===== src/rtl/mbx_pkg.sv =====
package mbx_pkg;
  localparam int NUM_PORTS = 2;
  localparam int PORT_A = 0;
  localparam int PORT_B = 1;

  typedef struct packed {
    logic [NUM_PORTS-1:0] set;
    logic [NUM_PORTS-1:0] clr;
  } mbxStrobe_t;
endpackage


===== src/rtl/mbx_decode.sv =====
module mbx_decode
  import mbx_pkg::*;
#(
  parameter int ADDR_W = 15
) (
  input  logic [NUM_PORTS-1:0]             enN,
  input  logic [NUM_PORTS-1:0]             oeN,
  input  logic [NUM_PORTS-1:0]             weN,
  input  logic [NUM_PORTS-1:0][ADDR_W-1:0] addr,
  input  logic [NUM_PORTS-1:0]             busyN,
  output mbxStrobe_t                       strobe
);
  localparam logic [ADDR_W-1:0] TOP_ADDR = {ADDR_W{1'b1}};

  logic [NUM_PORTS-1:0] active;
  logic [NUM_PORTS-1:0] hitOwn;
  logic [NUM_PORTS-1:0] hitPeer;

  for (genvar p = 0; p < NUM_PORTS; p++) begin : g_port
    localparam int PEER = NUM_PORTS - 1 - p;
    // port A owns top-1, port B owns top
    localparam logic [ADDR_W-1:0] OWN_BOX  = TOP_ADDR - ADDR_W'(PEER);
    localparam logic [ADDR_W-1:0] PEER_BOX = TOP_ADDR - ADDR_W'(p);

    always_comb begin
      active[p]  = !enN[p] && busyN[p];
      hitOwn[p]  = (addr[p] == OWN_BOX);
      hitPeer[p] = (addr[p] == PEER_BOX);
    end

    always_comb begin
      strobe.clr[p] = active[p] && !oeN[p] && hitOwn[p];
      strobe.set[p] = active[PEER] && !weN[PEER] && hitPeer[PEER];
    end
  end
endmodule


===== src/rtl/mbx_flags.sv =====
module mbx_flags
  import mbx_pkg::*;
(
  input  logic                 clk,
  input  logic                 rstN,
  input  mbxStrobe_t           strobe,
  output logic [NUM_PORTS-1:0] irqN
);
  for (genvar p = 0; p < NUM_PORTS; p++) begin : g_flag
    always_ff @(posedge clk or negedge rstN) begin
      if (!rstN)                irqN[p] <= 1'b1;
      else if (strobe.set[p])   irqN[p] <= 1'b0;
      else if (strobe.clr[p])   irqN[p] <= 1'b1;
    end
  end
endmodule


===== src/rtl/mbx_irq.sv =====
module mbx_irq
  import mbx_pkg::*;
#(
  parameter int ADDR_W = 15
) (
  input  logic              clk,
  input  logic              rstN,
  input  logic              aEnN,
  input  logic              aOeN,
  input  logic              aWeN,
  input  logic [ADDR_W-1:0] aAddr,
  input  logic              aBusyN,
  input  logic              bEnN,
  input  logic              bOeN,
  input  logic              bWeN,
  input  logic [ADDR_W-1:0] bAddr,
  input  logic              bBusyN,
  output logic              aIrqN,
  output logic              bIrqN
);
  mbxStrobe_t strobe;
  logic [NUM_PORTS-1:0] irqN;

  mbx_decode #(.ADDR_W(ADDR_W)) u_decode (
    .enN   ({bEnN, aEnN}),
    .oeN   ({bOeN, aOeN}),
    .weN   ({bWeN, aWeN}),
    .addr  ({bAddr, aAddr}),
    .busyN ({bBusyN, aBusyN}),
    .strobe(strobe)
  );

  mbx_flags u_flags (
    .clk   (clk),
    .rstN  (rstN),
    .strobe(strobe),
    .irqN  (irqN)
  );

  assign aIrqN = irqN[PORT_A];
  assign bIrqN = irqN[PORT_B];
endmodule


===== config.mk =====
export PLATFORM = sky130hd
export DESIGN_NAME = mbx_irq
export DESIGN_NICKNAME = d
export VERILOG_FILES = /design/src/rtl/mbx_pkg.sv /design/src/rtl/mbx_decode.sv /design/src/rtl/mbx_flags.sv /design/src/rtl/mbx_irq.sv
export SDC_FILE = /design/constraint.sdc
export NUM_CORES = 1
export LEC_CHECK = 0
export BUFFER_PORTS_ARGS = -buffer_cell sky130_fd_sc_hd__buf_2
export CAP_MARGIN = 40
export CELL_PAD_IN_SITES_DETAIL_PLACEMENT = 0
export CELL_PAD_IN_SITES_GLOBAL_PLACEMENT = 1
export CORE_MARGIN = 1.5
export CORE_UTILIZATION = 10
export CTS_CLUSTER_DIAMETER = 50
export DETAILED_ROUTE_END_ITERATION = 8
export GPL_TIMING_DRIVEN = 0
export PLACE_DENSITY_LB_ADDON = 0.1
export SETUP_SLACK_MARGIN = 0.15
export SLEW_MARGIN = 10
export SYNTH_ARGS = -nofsm -noshare
export SYNTH_HDL_FRONTEND = slang
export SYNTH_SLANG_ARGS = --single-unit
export TNS_END_PERCENT = 50

===== constraint.sdc =====
create_clock -name clk -period 2.6 [get_ports clk]
set_clock_uncertainty 0.2 [all_clocks]
set_input_delay 0.52 -clock clk [delete_from_list [all_inputs] [get_ports clk]]
set_output_delay 0.52 -clock clk [all_outputs]
set_load 0.02 [all_outputs]

==> results.ini, run 1 <==
[cells_and_area]
fill_cells = 165
syn_to_final_growth_pct = 151
layout.nets = 106
instances_no_fill = 80
largest_reg_flops = 2
final_util_pct = 27.0
insertedDiodeCount = 0
top_regs = u_flags.irqN: 2 flops
drive_gt1_share_pct = 73.4
largest_register = u_flags.irqN

[global_route]
grt_start_max_net_pins = 3
use_met1_pct = 8.86
antenna_found_initial = 0
met2_usage_pct = 15.8
grt_overflow = 0
grt_use_total_pct = 8.63
grt_util_met3_pct = 1.67
grt_pass1_wl_um = 1210
busiest_layer = met2
grt_pass1_vias = 330

[floorplan]
row_count = 14
die_area_um2 = 1890
die_h_um = 43.5
fp.dieW_um = 43.5
ios = 42
initial_core_util_pct = 10.8
coreArea_um2 = 1520

[critical_path]
critPathBufInv = 1
critPathTopFamily = flip-flops
end_kind = output port
max_stage_delay_ns = 0.51
crit_type = reg -> out
cp_max_fo = 2
cp_cell_sequence = buf_2
worstPathRequired_ns = 1.88
cp.arrival_ns = 0.89
critPathSlowestCell = dfstp_2
crit_path_start_kind = flop

[synth]
yosysTopAreaCell = dfstp_2
ys_seq_elements = 2
avgSynthCellArea_um2 = 8.20
syn-cell-area_um2 = 164
synth_area_leaders = dfstp_2, nand4_1, nand4b_1
seq_area_frac_synth_pct = 32.1
synth.distinct_cells = 9
synthDominantCellAreaShare_pct = 32.1
synthesis.nets = 60
syn_inst = 20
yosys_warnings = 0

[pwr]
irDropWorstVdd_mv = 0.182
power.leakage_nw = 0.225
p_per_area_nw_per_um2 = 316

[clocking]
clkTransAtPathRegs_ns = 0.03
cts-buffers-inserted = 3
root_buffer = clkbuf_4
tritoncts = done
cts-resized-gates = 0
cts_setup_buffers = 0
cts_buffer_depth = 2
clock_sinks = 2
cts-hold-fix-buffers = 0
clock_latency_ns = 0.22
htreeDepth = 1

[placement]
placed_cells = 77
place_ws_ns = 0.908
gp_congestion = 0.664
numPortBuffers = 41

[run]
drv_cap = 0

[sta]
fin_tns_setup_ns = 0
setup_slack_ns = 0.993
tightest_slew_ns = 0.348
hold_ws_ns = 0.0476
setup_viol = 0
final_hold_viol_count = 0
fmax_ghz = 0.622
drv_slew = 0
fin_crit_sh_pct = 61.8
rsz0062_at_grt = false
slew-limit-headroom_pct = 76.6
min_period_ns = 1.61

[drt]
drt-wirelength-per-cell_um = 9.55
final_antenna_net_count = 0
routed_wl_um = 764
dr_total_vias = 331
first_iter_violations = 0
drc = 0
vias_per_cell = 4.14
first_pass_iters = 1

[run_status]
status = finished clean

[worst_hold_path]
min_path_type = in -> async

-- power breakdown --
group          switching (mW)  leakage [nW]  internal, mW
Sequential         0.00000507        0.0206        0.0315
Combinational          0.0102         0.191        0.0225
Clock                  0.0151        0.0138        0.0507
-- through the flow --
step	power, mW	area [um2]
2_1_floorplan	0.0358	164
3_3_place_gp	0.0643	389
3_5_place_dp	0.0650	389
4_1_cts	0.135	412
5_1_grt	0.141	412
6_report	0.130	412
-- cells in the final DEF, fill, tap and decap left out --
cell	synthesis	routed
clkbuf_4	0	3
nand4b_1	2	2
nor4_2	1	1
buf_2	0	41
a31oi_1	2	2
a21oi_1	2	2
nor2_1	2	2
dfstp_2	2	2
inv_1	2	2
nor4_1	1	1
nand4_1	6	6
-- metal layers --
| metal | vias up | wire (um) |
|---|---|---|
| li1 | 172 | - |
| met1 | 140 | 267 |
| met2 | 19 | 417 |
| met3 | 0 | 79 |
| met4 | 0 | 0 |
| met5 | - | 0 |
-- path summary, 6_finish.rpt --
path                                 start              end  slack, ns  cells past startpoint
hold reg to reg            u_flags.irqN[0]  u_flags.irqN[0]       0.33                      2
min in group clk                  aAddr[0]  u_flags.irqN[1]       0.28                      2
setup reg to reg           u_flags.irqN[1]  u_flags.irqN[1]       1.60                      2
hold / removal                        rstN  u_flags.irqN[1]       0.05                      1
setup / recovery           u_flags.irqN[1]            bIrqN       0.99                      1
max in group asynchronous             rstN  u_flags.irqN[0]       2.13                      1
-- area by class of cell --
cell class	count	area (um2)	area share (%)
multi-input cells	16	104	25.2
flip-flops and latches	2	52.6	12.8
clock buffers	3	22.5	5.47
repair buffers	41	205	49.8
well taps	16	20.0	4.86
inverters	2	7.51	1.82
-- Yosys cell counts, drive strengths merged --
library cell / instances
a21oi: 2
a31oi: 2
dfstp: 2
inv: 2
nand4: 6
nand4b: 2
nor2: 2
nor4: 2
-- cells by family after synthesis --
| group | synth area share (%) |
|---|---|
| and+or+nand+nor | 49.6 |
| AOI/OAI and AO/OA | 13.7 |
| DFF | 32.1 |
| buffers and inverters | 4.58 |
Power figures use the tool's default switching activity.
==> run 2, diff against run 1 <==
clock period = 1.38 ns   (was 2.6 ns; I/O delays follow)
==> run 2 against run 1 <==
Compared with the run above: first-iteration DRC count grew 4; die area is the same; via count grew 1.5%; worst hold slack lost 0.026 ns; total power grew 98%; register-to-register slack lost 1.2 ns; combinational power grew 96%; sequential power grew 88%; critical path depth is the same; clock power grew 100%; global-route usage grew 2.4 points; sequential share of layout area shrank 0.66 points; largest cell class unchanged; highest routed layer unchanged.
==> results.ini, run 2 (synthesized netlist as in run 1, its figures left out) <==
[placement]
numPortBuffers = 41  ; unchanged
place_ws_ns = -0.0433  ; -0.952 ns
gp_congestion = 0.669  ; +0.86%

[global_route]
grt_pass1_vias = 397  ; +20%
grt_overflow = 0  ; unchanged
antenna_found_initial = 0  ; unchanged
grt_pass1_wl_um = 1480  ; +22%
grt_start_max_net_pins = 3  ; unchanged
grt_use_total_pct = 11.0  ; +2.4 points

[critical_path]
cp.arrival_ns = 0.87  ; -0.02 ns
max_stage_delay_ns = 0.53  ; +0.02 ns
critPathTopFamily = flip-flops
crit_path_start_kind = flop
r2r-start = u_flags.irqN[1]
cp_max_fo = 2  ; unchanged
cp_cell_sequence = buf_6
crit_type = reg -> out
rr_worst_depth = 2  ; unchanged
r2r-end = u_flags.irqN[1]
end_kind = output port
r2r_slack_ns = 0.37  ; -1.23 ns
worstPathRequired_ns = 0.90  ; -0.98 ns
critPathBufInv = 1  ; unchanged
critPathSlowestCell = dfstp_2

[sta]
slew-limit-headroom_pct = 76.5  ; about the same
final_hold_viol_count = 0  ; unchanged
tightest_slew_ns = 0.349  ; +0.000639 ns
rsz0062_at_grt = true
fin_crit_sh_pct = 97.6
min_period_ns = 1.35
setup_viol = 0  ; unchanged
fin_tns_setup_ns = 0  ; unchanged
fmax_ghz = 0.742
drv_slew = 0  ; unchanged
setup_slack_ns = 0.0328  ; -0.960 ns

[floorplan]
die_h_um = 43.5  ; unchanged
coreArea_um2 = 1520  ; unchanged
row_count = 14  ; unchanged
die_area_um2 = 1890  ; unchanged
fp.dieW_um = 43.5  ; unchanged
ios = 42  ; unchanged
initial_core_util_pct = 10.8  ; unchanged

[pwr]
power_frac_seq_pct = 23.1  ; -1.1 points
comb_power_share_pct = 25.0  ; -0.2 points
pwr-share-clk_pct = 51.9  ; +1.3 points
irDropWorstVdd_mv = 0.163  ; -10%
internal_power_uw = 200  ; +91%
p_sw_uw = 57.2  ; +130%
power.leakage_nw = 0.230  ; +2.3%
p_per_area_nw_per_um2 = 592  ; +87%
switching_share_pct = 22.2  ; +2.7 points

[drt]
drc = 0  ; unchanged
dr_total_vias = 336  ; +1.5%
first_iter_violations = 4  ; +4
vias_per_cell = 4.15  ; +0.26%
routed_wl_um = 863  ; +13%
first_pass_iters = 3  ; +2
drt-wirelength-per-cell_um = 10.7  ; +12%
final_antenna_net_count = 0  ; unchanged

[clocking]
clock_latency_ns = 0.22  ; about the same
cts-buffers-inserted = 3  ; unchanged
cts_setup_buffers = 0  ; unchanged
clkTransAtPathRegs_ns = 0.03  ; about the same
tritoncts = done
cts_buffer_depth = 2  ; unchanged
root_buffer = clkbuf_4
htreeDepth = 1  ; unchanged
clock_sinks = 2  ; unchanged

[worst_hold_path]
min_to = u_flags.irqN[1]
min_path_type = in -> reg
hold_start = aAddr[0]
hold_path_depth = 2

[run_status]
status = finished clean

[cells_and_area]
largest_reg_flops = 2  ; unchanged
drive_gt1_share_pct = 72.3  ; -1.1 points
top_regs = u_flags.irqN: 2 flops
syn_to_final_growth_pct = 165
final_util_pct = 28.5  ; +1.5 points
largest_register = u_flags.irqN
multiInputGateArea_um2 = 104  ; unchanged
regArea_um2 = 52.6  ; unchanged
layout.nets = 107  ; +0.94%
fill_cells = 181  ; +9.7%
insertedDiodeCount = 0  ; unchanged
final_cell_mix = buf_2, nand4_1, clkbuf_4
final_common_cell = buf_2

[run]
drv_cap = 0  ; unchanged

run 2: area by class of cell:
type	instances	area share (%)
flip-flops and latches	2	12.1
well taps	16	4.61
multi-input cells	16	23.9
clock buffers	3	5.19
inverters	2	1.73
repair buffers	42	52.4
run 2: per-stage QoR:
| step | instances | cell area [um2] | power [mW] | hold slack [ns] |
|---|---|---|---|---|
| 2_1_floorplan | 20 | 164 | 0.0675 | -0.0718 |
| 3_3_place_gp | 77 | 389 | 0.121 | 0.0338 |
| 3_5_place_dp | 77 | 389 | 0.122 | 0.0336 |
| 4_1_cts | 81 | 434 | 0.264 | 0.0186 |
| 5_1_grt | 81 | 434 | 0.274 | 0.0458 |
| 6_report | 81 | 434 | 0.257 | 0.0215 |
run 2: worst max-delay path by stage:
stage	startpoint	end	depth (start not counted)
2_1_floorplan	aEnN	u_flags.irqN[0]	4
3_3_place_gp	bBusyN	u_flags.irqN[1]	5
3_5_place_dp	aEnN	u_flags.irqN[0]	5
4_1_cts	u_flags.irqN[1]	bIrqN	1
5_1_grt	u_flags.irqN[1]	bIrqN	1
6_report	u_flags.irqN[1]	bIrqN	1
run 2: power by group through the flow:
stage / combinational, mW / sequential (mW) / clock, mW
2_1_floorplan: 0.00762 / 0.0599 / 0
3_3_place_gp: 0.0615 / 0.0598 / 0
3_5_place_dp: 0.0624 / 0.0598 / 0
4_1_cts: 0.0646 / 0.0593 / 0.140
5_1_grt: 0.0729 / 0.0593 / 0.142
6_report: 0.0643 / 0.0593 / 0.134
run 2: metal layers:
metal | global-route usage, % | up-vias | share of wire [%] | routed length, um
li1 | - | 175 | - | -
met1 | 9.14 | 139 | 31 | 268
met2 | 20.0 | 22 | 58 | 501
met3 | 5.42 | 0 | 11 | 92
met4 | 7.88 | 0 | 0 | 0
met5 | 0 | - | 0 | 0
run 2: what timing repair did:
action	in CTS	in global routing
endpoints found under the hold margin	2	0
endpoints found under the setup margin	2	4
resized for setup	4	0
hold buffers	1	0
